<file path="config.mk">
export PLATFORM = sky130hd
export DESIGN_NAME = dmac_gbank
export DESIGN_NICKNAME = d
export VERILOG_FILES = /design/src/rtl/dmac_gbank_pkg.sv /design/src/rtl/dmac_gbank_decode.sv /design/src/rtl/dmac_gbank_latch.sv /design/src/rtl/dmac_gbank_status.sv /design/src/rtl/dmac_gbank_trace.sv /design/src/rtl/dmac_gbank.sv
export SDC_FILE = /design/constraint.sdc
export NUM_CORES = 1
export LEC_CHECK = 0
export BUFFER_PORTS_ARGS = -buffer_cell sky130_fd_sc_hd__buf_2
export CORE_MARGIN = 3
export CORE_UTILIZATION = 35
export DETAILED_ROUTE_END_ITERATION = 6
export GPL_TIMING_DRIVEN = 1
export SYNTH_ARGS = -nofsm -noshare
export SYNTH_HDL_FRONTEND = slang
export SYNTH_SLANG_ARGS = --single-unit
</file>
<file path="constraint.sdc">
create_clock -name clk -period 3.8 [get_ports clk]
set_clock_uncertainty 0.1 [all_clocks]
set_input_delay 0.38 -clock clk [delete_from_list [all_inputs] [get_ports clk]]
set_output_delay 0.38 -clock clk [all_outputs]
set_load 0.1 [all_outputs]
</file>
<file path="src/rtl/dmac_gbank_pkg.sv">
package dmac_gbank_pkg;

   typedef enum logic [3:0] {
      EVT_NONE       = 4'd0,
      EVT_WRITE      = 4'd1,
      EVT_READ       = 4'd2,
      EVT_WRITE_READ = 4'd3
   } evt_code_e;

   localparam int unsigned FLG_UNMAPPED = 0;
   localparam int unsigned FLG_WRITE    = 1;
   localparam int unsigned FLG_READ     = 2;
   localparam int unsigned FLG_USED     = 3;

   function automatic evt_code_e evt_kind(input logic wr, input logic rd);
      evt_code_e k;
      unique case ({wr, rd})
         2'b10:   k = EVT_WRITE;
         2'b01:   k = EVT_READ;
         2'b11:   k = EVT_WRITE_READ;
         default: k = EVT_NONE;
      endcase
      return k;
   endfunction

endpackage

</file>
<file path="src/rtl/dmac_gbank_decode.sv">
module dmac_gbank_decode #(
   parameter int unsigned ADDR_W      = 8,
   parameter int unsigned NUM_REGS    = 6,
   parameter int unsigned STRIDE_LOG2 = 4
) (
   input  logic [ADDR_W-1:0]   offset,
   output logic [NUM_REGS-1:0] sel,
   output logic                unmapped
);
   localparam int unsigned IDX_W = ADDR_W - STRIDE_LOG2;

   logic             aligned;
   logic [IDX_W-1:0] idx;

   assign aligned = (offset[STRIDE_LOG2-1:0] == '0);
   assign idx     = offset[ADDR_W-1:STRIDE_LOG2];

   always_comb begin
      for (int i = 0; i < int'(NUM_REGS); i++) begin
         sel[i] = aligned && (idx == IDX_W'(i));
      end
   end

   assign unmapped = ~|sel;

endmodule

</file>
<file path="src/rtl/dmac_gbank_latch.sv">
module dmac_gbank_latch #(
   parameter int unsigned W = 32
) (
   input  logic         clk,
   input  logic         rst_n,
   input  logic         we,
   input  logic [W-1:0] d,
   output logic [W-1:0] q
);
   always_ff @(posedge clk) begin
      if (!rst_n) begin
         q <= '0;
      end else if (we) begin
         q <= d;
      end
   end
endmodule

</file>
<file path="src/rtl/dmac_gbank_status.sv">
module dmac_gbank_status #(
   parameter int unsigned W = 32
) (
   input  logic           clk,
   input  logic           rst_n,
   input  logic           we,
   input  logic [W-1:0]   d,
   input  logic [W/2-1:0] set,
   output logic [W-1:0]   q
);
   localparam int unsigned HALF = W / 2;

   logic [HALF-1:0] clr_mask;
   logic [HALF-1:0] flags_nxt;

   // Clearing is applied first and setting afterwards, so a bit that
   // receives both in the same cycle ends up set.
   assign clr_mask  = we ? d[HALF-1:0] : '0;
   assign flags_nxt = (q[HALF-1:0] & ~clr_mask) | set;

   always_ff @(posedge clk) begin
      if (!rst_n) begin
         q <= '0;
      end else begin
         q[HALF-1:0] <= flags_nxt;
         if (we) begin
            q[W-1:HALF] <= d[W-1:HALF];
         end
      end
   end
endmodule

</file>
<file path="src/rtl/dmac_gbank_trace.sv">
module dmac_gbank_trace
   import dmac_gbank_pkg::*;
#(
   parameter int unsigned ADDR_W    = 8,
   parameter int unsigned DATA_W    = 32,
   parameter int unsigned ARG_W     = 64,
   parameter int unsigned FLAG_W    = 32,
   parameter int unsigned SUBSYS_W  = 4,
   parameter int unsigned SUBSYS_ID = 5
) (
   input  logic                clk,
   input  logic                rst_n,
   input  logic                wr,
   input  logic                rd,
   input  logic                unmapped,
   input  logic [ADDR_W-1:0]   offset,
   input  logic [DATA_W-1:0]   wdata,
   input  logic [DATA_W-1:0]   prior,
   output logic                ev_valid,
   output logic [SUBSYS_W-1:0] ev_subsys,
   output logic [3:0]          ev_code,
   output logic [ARG_W-1:0]    ev_arg0,
   output logic [ARG_W-1:0]    ev_arg1,
   output logic [ARG_W-1:0]    ev_arg2,
   output logic [ARG_W-1:0]    ev_arg3,
   output logic [FLAG_W-1:0]   ev_flags
);
   logic              access;
   logic [DATA_W-1:0] data_arg;
   logic [FLAG_W-1:0] flags_nxt;

   assign access   = wr | rd;
   assign data_arg = wr ? wdata : prior;

   always_comb begin
      flags_nxt               = '0;
      flags_nxt[FLG_UNMAPPED] = unmapped;
      flags_nxt[FLG_WRITE]    = wr;
      flags_nxt[FLG_READ]     = rd;
   end

   always_ff @(posedge clk) begin
      if (!rst_n) begin
         ev_valid <= 1'b0;
         ev_code  <= EVT_NONE;
         ev_arg0  <= '0;
         ev_arg1  <= '0;
         ev_arg2  <= '0;
         ev_flags <= '0;
      end else begin
         ev_valid <= access;
         if (access) begin
            ev_code  <= evt_kind(wr, rd);
            ev_arg0  <= ARG_W'(offset);
            ev_arg1  <= ARG_W'(data_arg);
            ev_arg2  <= ARG_W'(prior);
            ev_flags <= flags_nxt;
         end
      end
   end

   assign ev_subsys = SUBSYS_W'(SUBSYS_ID);
   assign ev_arg3   = '0;

endmodule

</file>
<file path="src/rtl/dmac_gbank.sv">
module dmac_gbank
   import dmac_gbank_pkg::*;
#(
   parameter int unsigned ADDR_W      = 8,
   parameter int unsigned DATA_W      = 32,
   parameter int unsigned ARG_W       = 64,
   parameter int unsigned FLAG_W      = 32,
   parameter int unsigned NUM_REGS    = 6,
   parameter int unsigned STRIDE_LOG2 = 4,
   parameter int unsigned STAT_IDX    = 1,
   parameter int unsigned SUBSYS_W    = 4,
   parameter int unsigned SUBSYS_ID   = 5
) (
   input  logic                clk,
   input  logic                rst_n,
   input  logic                wr_en,
   input  logic                rd_en,
   input  logic [ADDR_W-1:0]   offset,
   input  logic [DATA_W-1:0]   wdata,
   output logic [DATA_W-1:0]   rdata,
   output logic                rvalid,
   input  logic [DATA_W/2-1:0] stat_set,
   output logic                ev_valid,
   output logic [SUBSYS_W-1:0] ev_subsys,
   output logic [3:0]          ev_code,
   output logic [ARG_W-1:0]    ev_arg0,
   output logic [ARG_W-1:0]    ev_arg1,
   output logic [ARG_W-1:0]    ev_arg2,
   output logic [ARG_W-1:0]    ev_arg3,
   output logic [FLAG_W-1:0]   ev_flags
);
   localparam int unsigned SLOTS = 1 << (ADDR_W - STRIDE_LOG2);

   if (DATA_W % 2 != 0) begin : g_bad_data_w
      $error("dmac_gbank: DATA_W must be even");
   end
   if (ARG_W < DATA_W || ARG_W < ADDR_W) begin : g_bad_arg_w
      $error("dmac_gbank: ARG_W must hold both data and offset");
   end
   if (FLAG_W < FLG_USED) begin : g_bad_flag_w
      $error("dmac_gbank: FLAG_W too narrow");
   end
   if (STRIDE_LOG2 >= ADDR_W || NUM_REGS > SLOTS) begin : g_bad_map
      $error("dmac_gbank: register map does not fit the offset");
   end
   if (STAT_IDX >= NUM_REGS) begin : g_bad_stat
      $error("dmac_gbank: STAT_IDX out of range");
   end
   if (SUBSYS_ID >= (1 << SUBSYS_W)) begin : g_bad_subsys
      $error("dmac_gbank: SUBSYS_ID does not fit");
   end

   logic [NUM_REGS-1:0] sel;
   logic                unmapped;
   logic [DATA_W-1:0]   reg_q [NUM_REGS];
   logic [DATA_W-1:0]   prior;

   dmac_gbank_decode #(
      .ADDR_W      (ADDR_W),
      .NUM_REGS    (NUM_REGS),
      .STRIDE_LOG2 (STRIDE_LOG2)
   ) u_dec (
      .offset   (offset),
      .sel      (sel),
      .unmapped (unmapped)
   );

   for (genvar i = 0; i < int'(NUM_REGS); i++) begin : g_reg
      if (i == int'(STAT_IDX)) begin : g_stat
         dmac_gbank_status #(.W(DATA_W)) u_stat (
            .clk   (clk),
            .rst_n (rst_n),
            .we    (wr_en & sel[i]),
            .d     (wdata),
            .set   (stat_set),
            .q     (reg_q[i])
         );
      end else begin : g_plain
         dmac_gbank_latch #(.W(DATA_W)) u_lat (
            .clk   (clk),
            .rst_n (rst_n),
            .we    (wr_en & sel[i]),
            .d     (wdata),
            .q     (reg_q[i])
         );
      end
   end

   // AND-OR mux over a one-hot select; unmapped gives zero.
   always_comb begin
      prior = '0;
      for (int i = 0; i < int'(NUM_REGS); i++) begin
         prior = prior | (sel[i] ? reg_q[i] : '0);
      end
   end

   always_ff @(posedge clk) begin
      if (!rst_n) begin
         rdata  <= '0;
         rvalid <= 1'b0;
      end else begin
         rvalid <= rd_en;
         if (rd_en) begin
            rdata <= prior;
         end
      end
   end

   dmac_gbank_trace #(
      .ADDR_W    (ADDR_W),
      .DATA_W    (DATA_W),
      .ARG_W     (ARG_W),
      .FLAG_W    (FLAG_W),
      .SUBSYS_W  (SUBSYS_W),
      .SUBSYS_ID (SUBSYS_ID)
   ) u_trc (
      .clk       (clk),
      .rst_n     (rst_n),
      .wr        (wr_en),
      .rd        (rd_en),
      .unmapped  (unmapped),
      .offset    (offset),
      .wdata     (wdata),
      .prior     (prior),
      .ev_valid  (ev_valid),
      .ev_subsys (ev_subsys),
      .ev_code   (ev_code),
      .ev_arg0   (ev_arg0),
      .ev_arg1   (ev_arg1),
      .ev_arg2   (ev_arg2),
      .ev_arg3   (ev_arg3),
      .ev_flags  (ev_flags)
   );

endmodule

</file>
==> flow_summary_export.csv, run 1 <==
group,metric,value,unit
min_path,min_to,"g_reg[1].g_stat.u_stat.q[8]",
worst_setup_path,critPathMaxFanout,42,
worst_setup_path,rrSetupSlack,2510,ps
cts,clk_path_buf_depth,3,
min_path,min-delay-start,"stat_set[8]",
layout,final_net_count,1620,
layout,fillerInstances,3914,
worst_setup_path,cpPeakStageDelay,700,ps
synthesis,synth_area_leaders,"dfxtp_1, mux2i_1, buf_4",
synthesis,synth_top_family_by_area,"buffers and inverters",
die,die_w,207,um
synthesis,synth-compound-area-share,13.7,%
sta,hold_violations,0,
placed_design,gp_congestion,0.719,
global_route,grt_pass1_vias,9646,
cts,post_cts_buffers,0,
synthesis,synth_mux_area_share,15.1,%
layout,area_growth,10.3,%
layout,post-route-util,39.6,%
cts,path_clk_slew,60,ps
routing,drt_first_pass_iters,4,
synthesis,synth_top_flop_cell,"dfxtp_1",
worst_setup_path,startpoint_type,"primary input",
worst_setup_path,crit_arrival,2760,ps
worst_setup_path,path_common_cell,"buf_4",
sta,final.setup.tns,0,ps
global_route,grt.busiest_layer,"met2",
power_and_ir_drop,leakagePower,0.00670,uW
synthesis,synth_edf_count,0,
die,die_y,207,um
synthesis,synth.largest_area_cell,"dfxtp_1",
routing,drt.antenna.violating_nets,0,
worst_setup_path,reg2reg_to,"u_trc.ev_arg2[30]",
sta,setup_viol,0,
synthesis,synth_async_sr_flop_share,0,%
sta,post-route-min-period,2460,ps
worst_setup_path,path_class,"primary input to register",
global_route,grt_max_degree,163,
synthesis,syn-instance-count,1450,
worst_setup_path,r2r-start,"g_reg[2].g_plain.u_lat.q[30]",
routing,drt_first_iter_violations,554,
layout,drive_gt1_share,18.3,%
sta,fin_crit_sh,64.7,%
outcome,status,"finished, final reports clean",
synthesis,synthAdderAreaFrac,0,%
die,dieArea,0.0427,mm2
global_route,antenna_found_initial,6,
global_route,use_met1,21.1,%
worst_setup_path,reg2reg_depth,4,
routing,wirelength,37.9,mm
power_and_ir_drop,p_total,8220,uW
power_and_ir_drop,powerDensity,529,mW/mm2
die,core,0.0392,mm2
synthesis,synth_most_common_cell,"dfxtp_1",
sta,rsz0062_at_grt,"false",
synthesis,yosys.area_share.simple,11.9,%
synthesis,netlist_area,0.0141,mm2
cts,numCtsBuffers,36,
die,ios,390,
worst_setup_path,crit_cells,7,
routing,wl_per_cell,18.0,um
synthesis,yosys_warnings,0,
global_route,grt_overflow,0,
cts,cts_tree,"built",
synthesis,synth_seq_cells,303,
layout,multiInputGateArea,0.00658,mm2
synthesis,synth_top_area_share,43.1,%
worst_setup_path,cp_num_buf_inv,3,
sta,maxSlewViolCount,0,
worst_setup_path,critical-path-slowest-cell,"buf_4",
sta,max_freq,407,MHz
layout,regArea,0.00607,mm2
sta,tightest_slew,1090,ps
placed_design,port_buffers,170,
flow_run,max_cap_violations,0,
placed_design,hpwl,24.1,mm
synthesis,synth-seq-area-share,43.1,%
cts,clock_latency,520,ps
synthesis,synth_cell_types,34,
worst_setup_path,critical_path.top_delay_family,"buffers and inverters",
sta,max-slew-margin-rel,27.5,%
cts,cts_root_buffer,"clkbuf_16",
synthesis,syn_area_per_cell,9.71,um2
die,start_util,35.9,%
synthesis,synth-xor-area-share,0,%
global_route,use_met3,4.45,%
cts,cts-resized-gates,0,
min_path,hp-class,"primary input to register",
global_route,grt_usage,17.0,%
global_route,grt_first_pass_wirelength,56.8,mm
cts,htreeDepth,2,
routing,drc_errors,0,
global_route,grtUsageMet2,28.9,%
synthesis,ys_top_cells_by_count,"dfxtp_1, buf_4, mux2i_1, nor2b_1, nand2_1",
routing,num_vias,10057,
die,rows,72,
worst_setup_path,cp-end-kind,"register",
power_and_ir_drop,ir_drop,269,uV
min_path,hold_path_depth,3,
cts,hold_buffers,0,
worst_setup_path,required,4100,ps
routing,vias_per_cell,4.78,
worst_setup_path,crit_chain,"buf_4 -> buf_4 -> nand2b_1 -> nor4_4 -> buf_4 -> mux2i_1 -> nor2b_1",
cts,numClockSinks,303,
## registers in the layout, summed over array words and instances (netlist names)
signal and cells:
u_trc.ev_code 2, rdata 32, rvalid 1, u_trc.ev_valid 1, g.g_stat.u_stat.q 32, g.g_plain.u_lat.q 160
u_trc.ev_arg0 8, u_trc.ev_arg2 32, u_trc.ev_flags 3, u_trc.ev_arg1 32
## report_power, final
part	internal, uW	leakage (uW)	total (uW)	switching [uW]
clock	2040	0.000568	3380	1340
sequential	3230	0.00246	3250	24.2
combinational	146	0.00368	1590	1450
total	5410	0.00670	8220	2810
## logic make-up after synthesis
logic type / Yosys count
other: 2
buffers and inverters: 346
muxes: 208
DFF: 303
and+or+nand+nor: 319
AOI/OAI and AO/OA: 272
## final cells by class
cell class	instances	area share, %
Antenna cell	2	0.0322
Clock buffer	51	6.69
Sequential cell	303	39.0
Timing Repair Buffer	184	6.53
Inverter	17	0.411
Clock inverter	12	0.741
Tap cell	518	4.17
Multi-Input combinational cell	1018	42.4
## worst min-delay path, stage by stage
cell	delay, ps
buf_2	100
inv_1	40
a31oi_1	60
## cell usage in the layout, fill, tap and decap left out, drive strengths merged, types with 10 or more instances in the layout
cell type  netlist  layout
mux2i          176     176
a31oi           16      16
clkbuf          60      51
buf            269     184
o22ai           31      31
nand2          115     115
a21boi          10      10
a311oi          31      31
dfxtp          303     303
mux2            32      32
a22o            64      64
o21ai           82      82
nor2b          116     116
nand3           64      64
o22a            32      32
conb             2     219
inv             16      17
## layer usage
metal | vias up | part of all wire (%)
li1 | 4841 | -
met1 | 4842 | 43
met2 | 295 | 47
met3 | 71 | 6.9
met4 | 8 | 2.4
met5 | - | 0.16
## worst max path at each step
stage | startpoint | end | slack (ps)
after global placement | offset[5] | g_reg[2].g_plain.u_lat.q[11] | 800
after detailed placement | offset[5] | g_reg[2].g_plain.u_lat.q[16] | 810
final | offset[5] | g_reg[2].g_plain.u_lat.q[13] | 1340
after floorplan | offset[7] | g_reg[0].g_plain.u_lat.q[0] | 1560
after global routing | offset[5] | g_reg[2].g_plain.u_lat.q[13] | 1170
after CTS | offset[5] | g_reg[2].g_plain.u_lat.q[13] | 1350
## stage by stage
step	area (um2)	cells	setup slack, ps	hold slack [ps]
2_1_floorplan	14900	1667	1560	337
3_3_place_gp	14400	2040	801	342
3_5_place_dp	14400	2040	811	349
4_1_cts	15500	2103	1350	0.941
5_1_grt	15500	2104	1170	19.5
6_report	15500	2105	1340	22.8
(Power assumes the default switching activity.)
==> run 2: changes to the inputs <==
==> constraint.sdc (replaced) <==
create_clock -name clk -period 2.35 [get_ports clk]
set_clock_uncertainty 0.1 [all_clocks]
set_input_delay 0.235 -clock clk [delete_from_list [all_inputs] [get_ports clk]]
set_output_delay 0.235 -clock clk [all_outputs]
set_load 0.1 [all_outputs]
==> run 2 against run 1 <==
Die area did not move; register-to-register slack worse by 1500 ps; cell count up 4.9%; combinational power increased by 71%; worst hold slack improved by 220 ps; core utilization grew 2.7 points; sequential power grew 62%; design area rose by 6.8%; highest routed layer is now met4; via count increased by 3.4%.
==> flow_summary_export.csv, run 2 (synthesis gave the netlist of run 1 again) <==
group,metric,value,unit
sta,setup_viol,0,
worst_setup_path,crit_arrival,2520,ps
layout,layout_common_cells,"dfxtp_1, conb_1, mux2i_1, buf_2",
sta,tightest_slew,876,ps
cts,clock_latency,530,ps
worst_setup_path,cp-end-kind,"register",
cts,cts_root_buffer,"clkbuf_16",
outcome,status,"finished, final reports clean",
sta,hold_violations,0,
worst_setup_path,path_class,"primary input to register",
routing,drc_errors,0,
die,start_util,35.9,%
flow_run,max_cap_violations,0,
sta,setup_slack,141,ps
global_route,grt_first_pass_wirelength,56.8,mm
worst_setup_path,startpoint_type,"primary input",
cts,numCtsBuffers,36,
routing,wl_per_cell,17.4,um
sta,fin_crit_sh,94.0,%
sta,maxSlewViolCount,0,
layout,fillerInstances,3792,
die,dieArea,0.0427,mm2
global_route,grt_overflow,0,
power_and_ir_drop,ir_drop,560,uV
routing,drt_first_pass_iters,5,
global_route,grt_max_degree,142,
die,rows,72,
power_and_ir_drop,powerDensity,806,mW/mm2
global_route,antenna_found_initial,1,
placed_design,preCtsSetupSlack,20.0,ps
die,die_y,207,um
layout,largest_reg_flops,160,
global_route,grt_pass1_vias,9971,
cts,path_clk_slew,60,ps
routing,vias_per_cell,4.71,
sta,final.setup.tns,0,ps
cts,htreeDepth,2,
min_path,min-delay-start,"offset[2]",
routing,drt_first_iter_violations,501,
die,ios,390,
layout,area_growth,17.7,%
cts,clk_path_buf_depth,3,
die,core,0.0392,mm2
layout,final_common_cell,"dfxtp_1",
power_and_ir_drop,p_total,13400,uW
layout,final_net_count,1725,
placed_design,hpwl,25.2,mm
routing,wirelength,38.5,mm
routing,num_vias,10394,
layout,drive_gt1_share,18.6,%
placed_design,port_buffers,170,
die,die_w,207,um
worst_setup_path,critPathMaxFanout,22,
sta,rsz0062_at_grt,"false",
min_path,hp-class,"primary input to register",
worst_setup_path,crit_start,"offset[6]",
routing,drt.antenna.violating_nets,0,
sta,max_freq,453,MHz
placed_design,gp_congestion,0.720,
worst_setup_path,r2r-start,"g_reg[1].g_stat.u_stat.q[4]",
sta,post-route-min-period,2210,ps
layout,regMostFlops,"g.g_plain.u_lat.q",
cts,numClockSinks,303,
layout,post-route-util,42.3,%
cts,cts_tree,"built",
power_and_ir_drop,leakagePower,0.00720,uW
global_route,grt_usage,17.0,%
worst_setup_path,required,2660,ps
sta,max-slew-margin-rel,41.6,%
-- run 2: area by class of cell --
| cell class | count | area [um2] | area share (%) |
|---|---|---|---|
| Sequential cell | 303 | 6070 | 36.6 |
| Tap cell | 518 | 648 | 3.91 |
| Clock buffer | 55 | 1060 | 6.41 |
| Clock inverter | 8 | 80.1 | 0.483 |
| Inverter | 17 | 63.8 | 0.385 |
| Multi-Input combinational cell | 1018 | 6580 | 39.7 |
| Timing Repair Buffer | 289 | 2080 | 12.5 |
| Antenna cell | 1 | 2.50 | 0.0151 |
-- run 2: path summary, 6_finish.rpt --
check | cells past startpoint | to | slack (ps)
setup / recovery | 7 | g_reg[1].g_stat.u_stat.q[4] | 140
hold / removal | 5 | u_trc.ev_flags[0] | 240
setup reg to reg | 3 | g_reg[1].g_stat.u_stat.q[4] | 1000
hold reg to reg | 2 | g_reg[4].g_plain.u_lat.q[27] | 360
-- run 2: where the power goes --
| part | total (uW) | leakage [uW] | internal (uW) | switching, uW |
|---|---|---|---|---|
| logic | 2720 | 0.00418 | 356 | 2360 |
| registers | 5260 | 0.00246 | 5220 | 41.8 |
| clock network | 5400 | 0.000565 | 3220 | 2170 |
-- run 2: metal layers --
| metal | wire length [um] | track usage [%] |
|---|---|---|
| met1 | 16200 | 21.3 |
| met2 | 19200 | 29.7 |
| met3 | 1920 | 2.92 |
| met4 | 1140 | 5.92 |
| met5 | 0 | 0 |
-- run 2: worst max-delay path, cell delays in order --
cell and delay [ps]:
dlygate4sd3_1 540, buf_2 190, or2_2 320, nor4_4 310, buf_12 250, a31oi_1 100, dlygate4sd3_1 570
-- run 2: metrics by stage --
stage	hold WS, ps	area (um2)	cells
3_5_place_dp	350	14600	2066
4_1_cts	229	16600	2208
3_3_place_gp	342	14600	2066
5_1_grt	264	16600	2208
6_report	240	16600	2209
2_1_floorplan	236	14900	1667
-- run 2: timing repair --
| item | in CTS | in global routing |
|---|---|---|
| buffers inserted | 0 | 0 |
| setup endpoints to repair | 0 | 8 |
| hold endpoints to repair | 222 | 0 |
| resized for setup | 0 | 1 |
| hold buffers | 79 | 0 |
